--- config.mk ---
export PLATFORM = sky130hd
export DESIGN_NAME = fc_xlate_cache
export DESIGN_NICKNAME = d
export VERILOG_FILES = /design/src/rtl/fcx_pkg.sv /design/src/rtl/fcx_match.sv /design/src/rtl/fcx_prio.sv /design/src/rtl/fcx_store.sv /design/src/rtl/fc_xlate_cache.sv
export SDC_FILE = /design/constraint.sdc
export NUM_CORES = 2
export LEC_CHECK = 0
export ABC_CLOCK_PERIOD_IN_PS = 6200
export BUFFER_PORTS_ARGS = -buffer_cell sky130_fd_sc_hd__buf_4
export CAP_MARGIN = 30
export CORE_ASPECT_RATIO = 1.75
export CORE_MARGIN = 2
export CORE_UTILIZATION = 45
export CTS_CLUSTER_SIZE = 20
export DETAILED_ROUTE_END_ITERATION = 6
export SYNTH_ARGS = -nofsm -noshare
export SYNTH_HDL_FRONTEND = slang
export SYNTH_SLANG_ARGS = --single-unit
--- constraint.sdc ---
create_clock -name clk -period 6.2 [get_ports clk]
set_input_delay 0.31 -clock clk [delete_from_list [all_inputs] [get_ports clk]]
set_output_delay 0.31 -clock clk [all_outputs]
set_load 0.05 [all_outputs]
--- src/rtl/fcx_pkg.sv ---
package fcx_pkg;
  parameter int FCX_AW = 32;
  parameter int FCX_FCW = 3;
  parameter int FCX_PSW = 4;
  localparam int FCX_KW = FCX_AW - 8;

  typedef struct packed {
    logic               vld;
    logic [FCX_FCW-1:0] fc;
    logic [FCX_KW-1:0]  page;
  } fcx_tag_t;

  typedef struct packed {
    logic              berr;
    logic              wp;
    logic              mod;
    logic [FCX_KW-1:0] frame;
  } fcx_data_t;

  typedef enum logic [1:0] {
    FL_ALL       = 2'd0,
    FL_CODE      = 2'd1,
    FL_CODE_ADDR = 2'd2,
    FL_NONE      = 2'd3
  } fcx_flush_e;

  // page number scaled down by 8, with bits below the page size cleared
  function automatic logic [FCX_KW-1:0] fcx_key(input logic [FCX_AW-1:0] a,
                                                input logic [FCX_PSW-1:0] ps);
    logic [FCX_KW-1:0] m;
    m = '1;
    if (ps > 4'd8) m = m << (ps - 4'd8);
    return FCX_KW'(a >> 8) & m;
  endfunction

  // offset bits that pass through untranslated
  function automatic logic [FCX_AW-1:0] fcx_low(input logic [FCX_PSW-1:0] ps);
    logic [FCX_AW-1:0] m;
    if (ps <= 4'd8) m = FCX_AW'(8'hff);
    else            m = ~({FCX_AW{1'b1}} << ps);
    return m;
  endfunction
endpackage

--- src/rtl/fcx_match.sv ---
module fcx_match
  import fcx_pkg::*;
#(
  parameter int N = 16
) (
  input  fcx_tag_t [N-1:0]     tags,
  input  logic [FCX_KW-1:0]    key,
  input  logic [FCX_FCW-1:0]   fc,
  input  logic [FCX_FCW-1:0]   mask,
  input  logic                 use_key,
  output logic [N-1:0]         hit
);
  logic [FCX_FCW-1:0] fc_m;
  assign fc_m = fc & mask;

  for (genvar g = 0; g < N; g++) begin : g_cmp
    logic code_ok;
    logic page_ok;
    assign code_ok = ((tags[g].fc & mask) == fc_m);
    assign page_ok = !use_key || (tags[g].page == key);
    assign hit[g]  = tags[g].vld && code_ok && page_ok;
  end
endmodule

--- src/rtl/fcx_prio.sv ---
module fcx_prio #(
  parameter int N = 16,
  localparam int IW = (N > 1) ? $clog2(N) : 1
) (
  input  logic [N-1:0]  req,
  output logic          any,
  output logic [IW-1:0] idx
);
  always_comb begin
    idx = '0;
    for (int i = N - 1; i >= 0; i--) begin
      if (req[i]) idx = IW'(i);
    end
  end
  assign any = |req;
endmodule

--- src/rtl/fcx_store.sv ---
module fcx_store
  import fcx_pkg::*;
#(
  parameter int N = 16,
  localparam int IW = (N > 1) ? $clog2(N) : 1
) (
  input  logic                clk,
  input  logic                rst_n,
  input  logic                clear_all,
  input  logic [N-1:0]        clr_vec,
  input  logic                wr_en,
  input  logic [IW-1:0]       wr_idx,
  input  fcx_tag_t            wr_tag,
  input  fcx_data_t           wr_data,
  input  logic                rr_adv,
  output fcx_tag_t [N-1:0]    tags,
  output fcx_data_t [N-1:0]   datas,
  output logic [IW-1:0]       rr
);
  fcx_tag_t [N-1:0] tags_d;
  logic [IW-1:0]    rr_d;

  always_comb begin
    tags_d = tags;
    for (int i = 0; i < N; i++) begin
      if (clear_all || clr_vec[i]) tags_d[i] = '0;
    end
    if (wr_en) tags_d[wr_idx] = wr_tag;
  end

  always_comb begin
    rr_d = rr;
    if (clear_all)   rr_d = '0;
    else if (rr_adv) rr_d = (rr == IW'(N - 1)) ? '0 : rr + 1'b1;
  end

  always_ff @(posedge clk or negedge rst_n) begin
    if (!rst_n) begin
      tags <= '0;
      rr   <= '0;
    end else begin
      tags <= tags_d;
      rr   <= rr_d;
    end
  end

  always_ff @(posedge clk) begin
    if (wr_en) datas[wr_idx] <= wr_data;
  end
endmodule

--- src/rtl/fc_xlate_cache.sv ---
module fc_xlate_cache
  import fcx_pkg::*;
#(
  parameter int N_ENT = 16,
  localparam int IW = (N_ENT > 1) ? $clog2(N_ENT) : 1
) (
  input  logic               clk,
  input  logic               rst_n,
  input  logic [3:0]         cfg_page_bits,
  input  logic               ins_valid,
  input  logic [31:0]        ins_laddr,
  input  logic [31:0]        ins_paddr,
  input  logic [2:0]         ins_fc,
  input  logic               ins_read,
  input  logic               ins_berr,
  input  logic               ins_inval,
  input  logic               ins_supv,
  input  logic               ins_wprot,
  input  logic               lk_valid,
  input  logic [31:0]        lk_addr,
  input  logic [2:0]         lk_fc,
  input  logic               lk_read,
  input  logic               fl_valid,
  input  logic [1:0]         fl_mode,
  input  logic [2:0]         fl_fc,
  input  logic [2:0]         fl_mask,
  input  logic [31:0]        fl_addr,
  output logic               rsp_valid,
  output logic               rsp_hit,
  output logic [31:0]        rsp_addr,
  output logic               rsp_berr,
  output logic               rsp_inval,
  output logic               rsp_wprot,
  output logic               rsp_mod
);
  // operation arbitration: flush, then insert, then lookup
  logic do_fl, do_ins, do_lk;
  assign do_fl  = fl_valid;
  assign do_ins = ins_valid && !fl_valid;
  assign do_lk  = lk_valid && !ins_valid && !fl_valid;

  logic [FCX_KW-1:0] lk_key, ins_key, ins_frame, fl_key;
  assign lk_key    = fcx_key(lk_addr, cfg_page_bits);
  assign ins_key   = fcx_key(ins_laddr, cfg_page_bits);
  assign ins_frame = fcx_key(ins_paddr, cfg_page_bits);
  assign fl_key    = fcx_key(fl_addr, cfg_page_bits);

  fcx_tag_t  [N_ENT-1:0] tags;
  fcx_data_t [N_ENT-1:0] datas;
  logic [IW-1:0]         rr;

  logic [N_ENT-1:0] lk_hv, ins_hv, fl_hv, free_v;
  for (genvar g = 0; g < N_ENT; g++) begin : g_free
    assign free_v[g] = !tags[g].vld;
  end

  fcx_match #(.N(N_ENT)) u_lk_m (
    .tags(tags), .key(lk_key), .fc(lk_fc), .mask(3'b111),
    .use_key(1'b1), .hit(lk_hv));
  fcx_match #(.N(N_ENT)) u_ins_m (
    .tags(tags), .key(ins_key), .fc(ins_fc), .mask(3'b111),
    .use_key(1'b1), .hit(ins_hv));
  fcx_match #(.N(N_ENT)) u_fl_m (
    .tags(tags), .key(fl_key), .fc(fl_fc), .mask(fl_mask),
    .use_key(fl_mode == FL_CODE_ADDR), .hit(fl_hv));

  logic          lk_any, ins_any, free_any;
  logic [IW-1:0] lk_idx, ins_idx, free_idx;
  fcx_prio #(.N(N_ENT)) u_lk_p   (.req(lk_hv),  .any(lk_any),   .idx(lk_idx));
  fcx_prio #(.N(N_ENT)) u_ins_p  (.req(ins_hv), .any(ins_any),  .idx(ins_idx));
  fcx_prio #(.N(N_ENT)) u_free_p (.req(free_v), .any(free_any), .idx(free_idx));

  // lookup evaluation
  fcx_data_t lk_ent;
  logic      lk_wr_unmod, lk_good;
  assign lk_ent      = datas[lk_idx];
  assign lk_wr_unmod = lk_any && !lk_read && !lk_ent.mod;
  assign lk_good     = lk_any && !lk_wr_unmod;

  // entry invalidation and clearing
  logic             clear_all;
  logic [N_ENT-1:0] clr_vec;
  always_comb begin
    clr_vec = '0;
    if (do_fl && (fl_mode == FL_CODE || fl_mode == FL_CODE_ADDR))
      clr_vec = fl_hv;
    else if (do_lk && lk_wr_unmod)
      clr_vec[lk_idx] = 1'b1;
  end
  assign clear_all = do_fl && (fl_mode == FL_ALL);

  // insert placement
  logic          rr_adv;
  logic [IW-1:0] wr_idx;
  fcx_tag_t      wr_tag;
  fcx_data_t     wr_data;
  always_comb begin
    if (ins_any)       wr_idx = ins_idx;
    else if (free_any) wr_idx = free_idx;
    else               wr_idx = rr;
  end
  assign rr_adv       = do_ins && !ins_any && !free_any;
  assign wr_tag.vld   = 1'b1;
  assign wr_tag.fc    = ins_fc;
  assign wr_tag.page  = ins_key;
  assign wr_data.berr = ins_berr || ins_inval || ins_supv;
  assign wr_data.wp   = ins_wprot;
  assign wr_data.mod  = !ins_read && !ins_wprot;
  assign wr_data.frame = ins_frame;

  fcx_store #(.N(N_ENT)) u_store (
    .clk(clk), .rst_n(rst_n), .clear_all(clear_all), .clr_vec(clr_vec),
    .wr_en(do_ins), .wr_idx(wr_idx), .wr_tag(wr_tag), .wr_data(wr_data),
    .rr_adv(rr_adv), .tags(tags), .datas(datas), .rr(rr));

  // response next state
  logic        hit_d, berr_d, inval_d, wp_d, mod_d;
  logic [31:0] addr_d;
  always_comb begin
    hit_d   = lk_good;
    berr_d  = lk_good && lk_ent.berr;
    inval_d = !lk_good || lk_ent.berr;
    wp_d    = lk_good && lk_ent.wp;
    mod_d   = lk_good && lk_ent.mod;
    addr_d  = '0;
    if (lk_good)
      addr_d = {lk_ent.frame, 8'h00} | (lk_addr & fcx_low(cfg_page_bits));
  end

  always_ff @(posedge clk or negedge rst_n) begin
    if (!rst_n) begin
      rsp_valid <= 1'b0;
      rsp_hit   <= 1'b0;
      rsp_addr  <= '0;
      rsp_berr  <= 1'b0;
      rsp_inval <= 1'b0;
      rsp_wprot <= 1'b0;
      rsp_mod   <= 1'b0;
    end else begin
      rsp_valid <= do_lk;
      if (do_lk) begin
        rsp_hit   <= hit_d;
        rsp_addr  <= addr_d;
        rsp_berr  <= berr_d;
        rsp_inval <= inval_d;
        rsp_wprot <= wp_d;
        rsp_mod   <= mod_d;
      end
    end
  end
endmodule

Word level (Yosys, flattened, before mapping) --
Index checks and enable logic that the tools add are counted.
Word-level totals: register bits 922, word-level logic and storage cells 520
Operators by class: $lt $le $gt $ge 6, eq/ne operators 99, shifts and indexed selects 2, add/subtract/negate cells 2, mux-type cells 86, bitwise gates (word level) 24, reduce and logical (&&, ||, !) cells 181
Operator list (count):
- equality test 24 bit | 48
- 2-to-1 mux 28 bit | 17
- bitwise mux 448 bit | 1
- 2-to-1 mux 448 bit | 1
- bitwise mux 432 bit | 1
- 2-to-1 mux 4 bit | 53
- equality test 3 bit | 48
- logical AND 1 bit | 113
- demux 28 bit (select 4 bit) | 1
- binary-select mux 27 bit (select 4 bit) | 1
- demux 27 bit (select 4 bit) | 1
- AND 24 bit | 4
- 2-to-1 mux 32 bit | 3
- 2-to-1 mux 27 bit | 2
- AND 3 bit | 17
- OR reduction 16 bit | 3
- logical OR 1 bit | 36
- AND 32 bit | 1
- 2-to-1 mux 16 bit | 2
- inverter 32 bit | 1
- OR 32 bit | 1
- << shifter 32 x 4 -> 32 bit, first input constant | 1
- logical NOT 1 bit | 27
- 2-to-1 mux 24 bit | 1
- 14 further kinds | 16

Depth between registers and ports, before layout --
depth in word-level cells 33, gate-level depth with buffers 19, mapped depth without buffers 13

Hierarchy --
From an unflattened synthesis, not the netlist that was laid out.
Second synthesis, totals: cell total of the unflattened synthesis 4699, area, all modules 54446.0 um^2
Modules (own cells, without submodules):
- fcx_store | sequential area each 24283.3 um^2, instances 1, area each 31433.9 um^2, cells each 2047
- fcx_match | sequential area each 0.0 um^2, instances 3, area each 5612.9 um^2, cells each 686
- fc_xlate_cache | sequential area each 950.9 um^2, instances 1, area each 5644.2 um^2, cells each 492
- fcx_prio | sequential area each 0.0 um^2, instances 3, area each 176.4 um^2, cells each 34

Worst setup path before layout --
OpenSTA, ideal clock, no wires.
path type input -> register, from input cfg_page_bits[2], to register, netlist name u_store.tags[353], path slack 0.616 ns, cell stages on the path 19, required time 6.079 ns, arrival time 5.463 ns, path buffers 6, path through buf_2 -> o21ai_2 -> and2_1 -> clkbuf_1 -> buf_4 -> xnor2_1 -> nand4_1 -> nor4_1 -> o21ai_1 -> a21oi_1 -> o21ai_1 -> a31oi_1 -> o31ai_2 -> buf_2 -> nor3_1 -> and3b_1 -> buf_2 -> buf_2 -> a22o_1
RTL lines:
- start, declared | RTL line fc_xlate_cache.sv:9 | input logic [3:0] cfg_page_bits,

==> run metrics <==
status=completed; simple-gate portion of the synthesized area=10.5%; CTS tree=built; number of buffers added on ports=170; worst hold start=ins_laddr[11]; gpl congestion=1.05; Synth top area share=24.9%; Worst Reg2Reg Path Length in Cells=14; Worst Hold Path EP=u_store.tags[199]; routed wire length=219,000 um; Syn Nets=4,785; WL per Instance=34.6 um; leakage power=24.3 nW; flops & latches, synth=922; Max FO, Critical Path=27; FF-to-FF Start=u_store.tags[326]; antenna viol nets, final=0; Worst Tran Pin Value=0.996 ns; # IOs=195; share of cells above drive strength 1=12.9%; Initial Util=45.3%; Final Hold Viols=0; Clock power frac=36.0%; peak supply drop=0.000198 V; global route total overflow=0; Syn Inst Count=4,625; hold path depth=3; cts bufs inserted=88; Post-Syn Area per Cell=11.3 um^2; CTS Buffer Depth=3; DR vias=41,125; Cell Int Power=11.2 mW; max-cap viol count=0; final setup violation count=0; vias in the first global route=41,356; capture point of the worst reg-to-reg path=u_store.tags[383]; Worst slew margin=33.6%; DIE AREA=119,000 um^2; Worst-Skew Late Latency=0.73 ns; initial antenna violation count=5; Clock Tree Root=clkbuf_16; DP Area=55,800 um^2; vias per cell=6.50; PD cells=273 nW/um^2; fmax=0.192 GHz; first-pass GRT wire length=305,000 um; ys flop type=dfrtp_1; Synth Area in XOR/XNOR=21.7%; Tot Pwr=16.2 mW; final setup skew=0.0383 ns; RSZ-0062 raised after global routing=no; CORE AREA=115,000 um^2; setup TNS=0 ns; DRT Pass-1 Iters=6; layout net count=4,904; Iter 0 DRT Violations=4,620; main area contributors after synthesis=edfxtp_1 (25%), dfrtp_1 (23%), xnor2_1 (12%), xor2_1 (9.4%), a22o_1 (6.9%); fin crit period=5.20 ns; DP Wirelength=145,000 um; Psw=4.91 mW; DRC errors left=0; post-synthesis compound-gate area fraction=11.9%; Max Transition Viols Final=0; postcts setup bufs=0; post-synthesis mux area share=3.69%; cts hold-fix bufs=33; Die Ht=454 um; Worst setup SP type=register; CTS resizes=0; ys async rst share=53.1%; GRT Util Overall=36.6%; Cell variety after synth=93; Mapped Area=52,200 um^2; Syn-to-layout area delta=13.5%; die span in x=261 um; Req. time, crit path=6.85 ns; sequential share of the synthesized area=48.4%; Data arrival, critical path=5.85 ns; logic gate share of total power=18.4%; Synth warnings=0; number of core rows=165; largest net degree at the start of global routing=119; clock slew at reported path FFs=0.07 ns; clock sinks=922; Crit Path Class=reg2reg; dominant combinational cell family by area after synthesis=XOR/XNOR gates; Synth area leader=edfxtp_1; Post-synth EDFFs=432; CP endpoint kind=register; Post-Synth Adder-Cell Area=0.0719%; Sw Share=30.4%; final worst-path cycle share=83.9%; htree depth=3; HP Class=in2reg; Seq pwr share=45.6%; FF-to-FF setup slack=1.00 ns; final instance area=59,200 um^2
## layer usage
layer / part of all wire (%) / vias up / GRT usage (%)
met5: 0.013 / - / 0
met4: 9.5 / 4 / 30.0
met3: 8.8 / 863 / 8.15
met2: 47 / 2505 / 58.8
met1: 35 / 20680 / 41.4
li1: - / 17073 / -
## cells in the final DEF, fill, tap and decap left out, types with 14 or more instances in the layout
cell	count
o21ai_1	23
nand3_1	102
nand4_1	261
o21ai_0	44
a22oi_1	61
nor3_1	58
buf_12	23
o22ai_1	35
dfrtp_1	490
nor3_2	15
clkbuf_16	93
a32oi_1	22
nand2_1	198
inv_1	66
dlygate4sd3_1	33
xor2_1	562
a31oi_1	18
clkbuf_1	14
buf_4	345
a21oi_1	37
edfxtp_1	432
nor2_1	58
clkbuf_8	17
a221oi_1	15
xnor2_1	733
nor4_1	158
mux2i_1	189
a22o_1	413
## cells by family (layout without fill, tap and decap cells)
logic type / Yosys count / in the layout
buf+inv: 453 / 644
fa+ha+maj: 3 / 3
simple gates: 989 / 989
mux: 192 / 192
compound gates: 771 / 771
other cells: 0 / 4
flops: 922 / 922
xor+xnor: 1295 / 1295
## flip-flops by register name, indices dropped and copies added, names as in the netlist
name,flops
u_store.datas,432
rsp_addr,32
u_store.tags,448
rsp_berr,1
rsp_inval,1
rsp_valid,1
rsp_wprot,1
rsp_mod,1
u_store.rr,4
rsp_hit,1
## synth_stat cells, types with 5 or more instances
cell type and n:
nand3_1 102, o31a_1 7, or2_2 8, nor3_1 72, nand2_2 5, mux2i_1 189, xor2_1 562, nor4_2 5
a221oi_1 15, and3_1 10, xnor2_1 733, o21a_1 7, nand2b_1 8, buf_1 37, o21ai_1 23, inv_1 68
o211ai_1 6, buf_2 151, nor2b_1 14, edfxtp_1 432, clkbuf_1 177, a22o_1 413, a22oi_1 61, a31oi_1 19
buf_4 13, nand2_1 199, a21o_1 13, nor2_1 67, a32oi_1 23, o21ai_0 45, dfrtp_1 490, or4_1 11
nand4_1 261, a21oi_1 37, o22ai_1 35, nor4_1 158, buf_6 5, o41ai_1 13, and2_1 18, a31o_2 6
or3_1 9, and4_1 7
## worst max-delay path: stages, from the launching register on
cell     delay [ns]
dfrtp_1        0.44
xor2_1         0.22
nor4_1         0.45
and4_1         0.27
nand4_1        0.26
nor2_1         0.76
nor4_1         0.29
nor3b_1        0.46
buf_4          0.20
nand2_1        0.06
and4_1         0.35
a31oi_1        0.58
nor2b_2        0.25
buf_4          0.31
a22o_1         0.19
## cell type report
cell class | instances | area (um^2)
fillers | 10304 | 56000
flip-flops and latches | 922 | 25200
multi-input cells | 3250 | 25200
repair buffers | 412 | 3570
clock buffers | 124 | 2610
well taps | 1503 | 1880
clock inverters | 38 | 455
inverters | 70 | 263
diodes | 4 | 10.0
## per-stage QoR
stage	cells	hold slack (ns)	setup slack, ns	utilization [%]
finish	6323	0.0147	1.00	51.4
detailed placement	6121	0.369	0.742	48.4
global route	6322	0.0285	1.06	51.4
CTS	6316	0.00671	1.10	51.4
floorplan	4625	0.0144	0.616	-
global placement	6114	0.367	0.608	48.3
## power by group through the flow
| stage | Combinational [mW] | Sequential (mW) | Clock [mW] |
|---|---|---|---|
| final | 2.97 | 7.36 | 5.82 |
| after global routing | 3.13 | 7.39 | 6.10 |
| after CTS | 2.90 | 7.35 | 5.86 |
| after detailed placement | 2.87 | 7.46 | 0 |
| after global placement | 2.80 | 7.45 | 0 |
| after floorplan | 1.91 | 7.28 | 0 |
## how the worst max path moves through the flow
stage,slack [ns],depth (start not counted),endpoint,from
after floorplan,0.62,19,u_store.tags[353],cfg_page_bits[2]
after global placement,0.61,15,u_store.tags[283],cfg_page_bits[2]
after detailed placement,0.74,15,u_store.tags[88],cfg_page_bits[2]
after CTS,1.10,16,u_store.tags[374],u_store.tags[219]
after global routing,1.06,14,u_store.tags[374],u_store.tags[319]
final,1.00,14,u_store.tags[383],u_store.tags[326]
No activity file was read; power rests on OpenSTA's default activity.
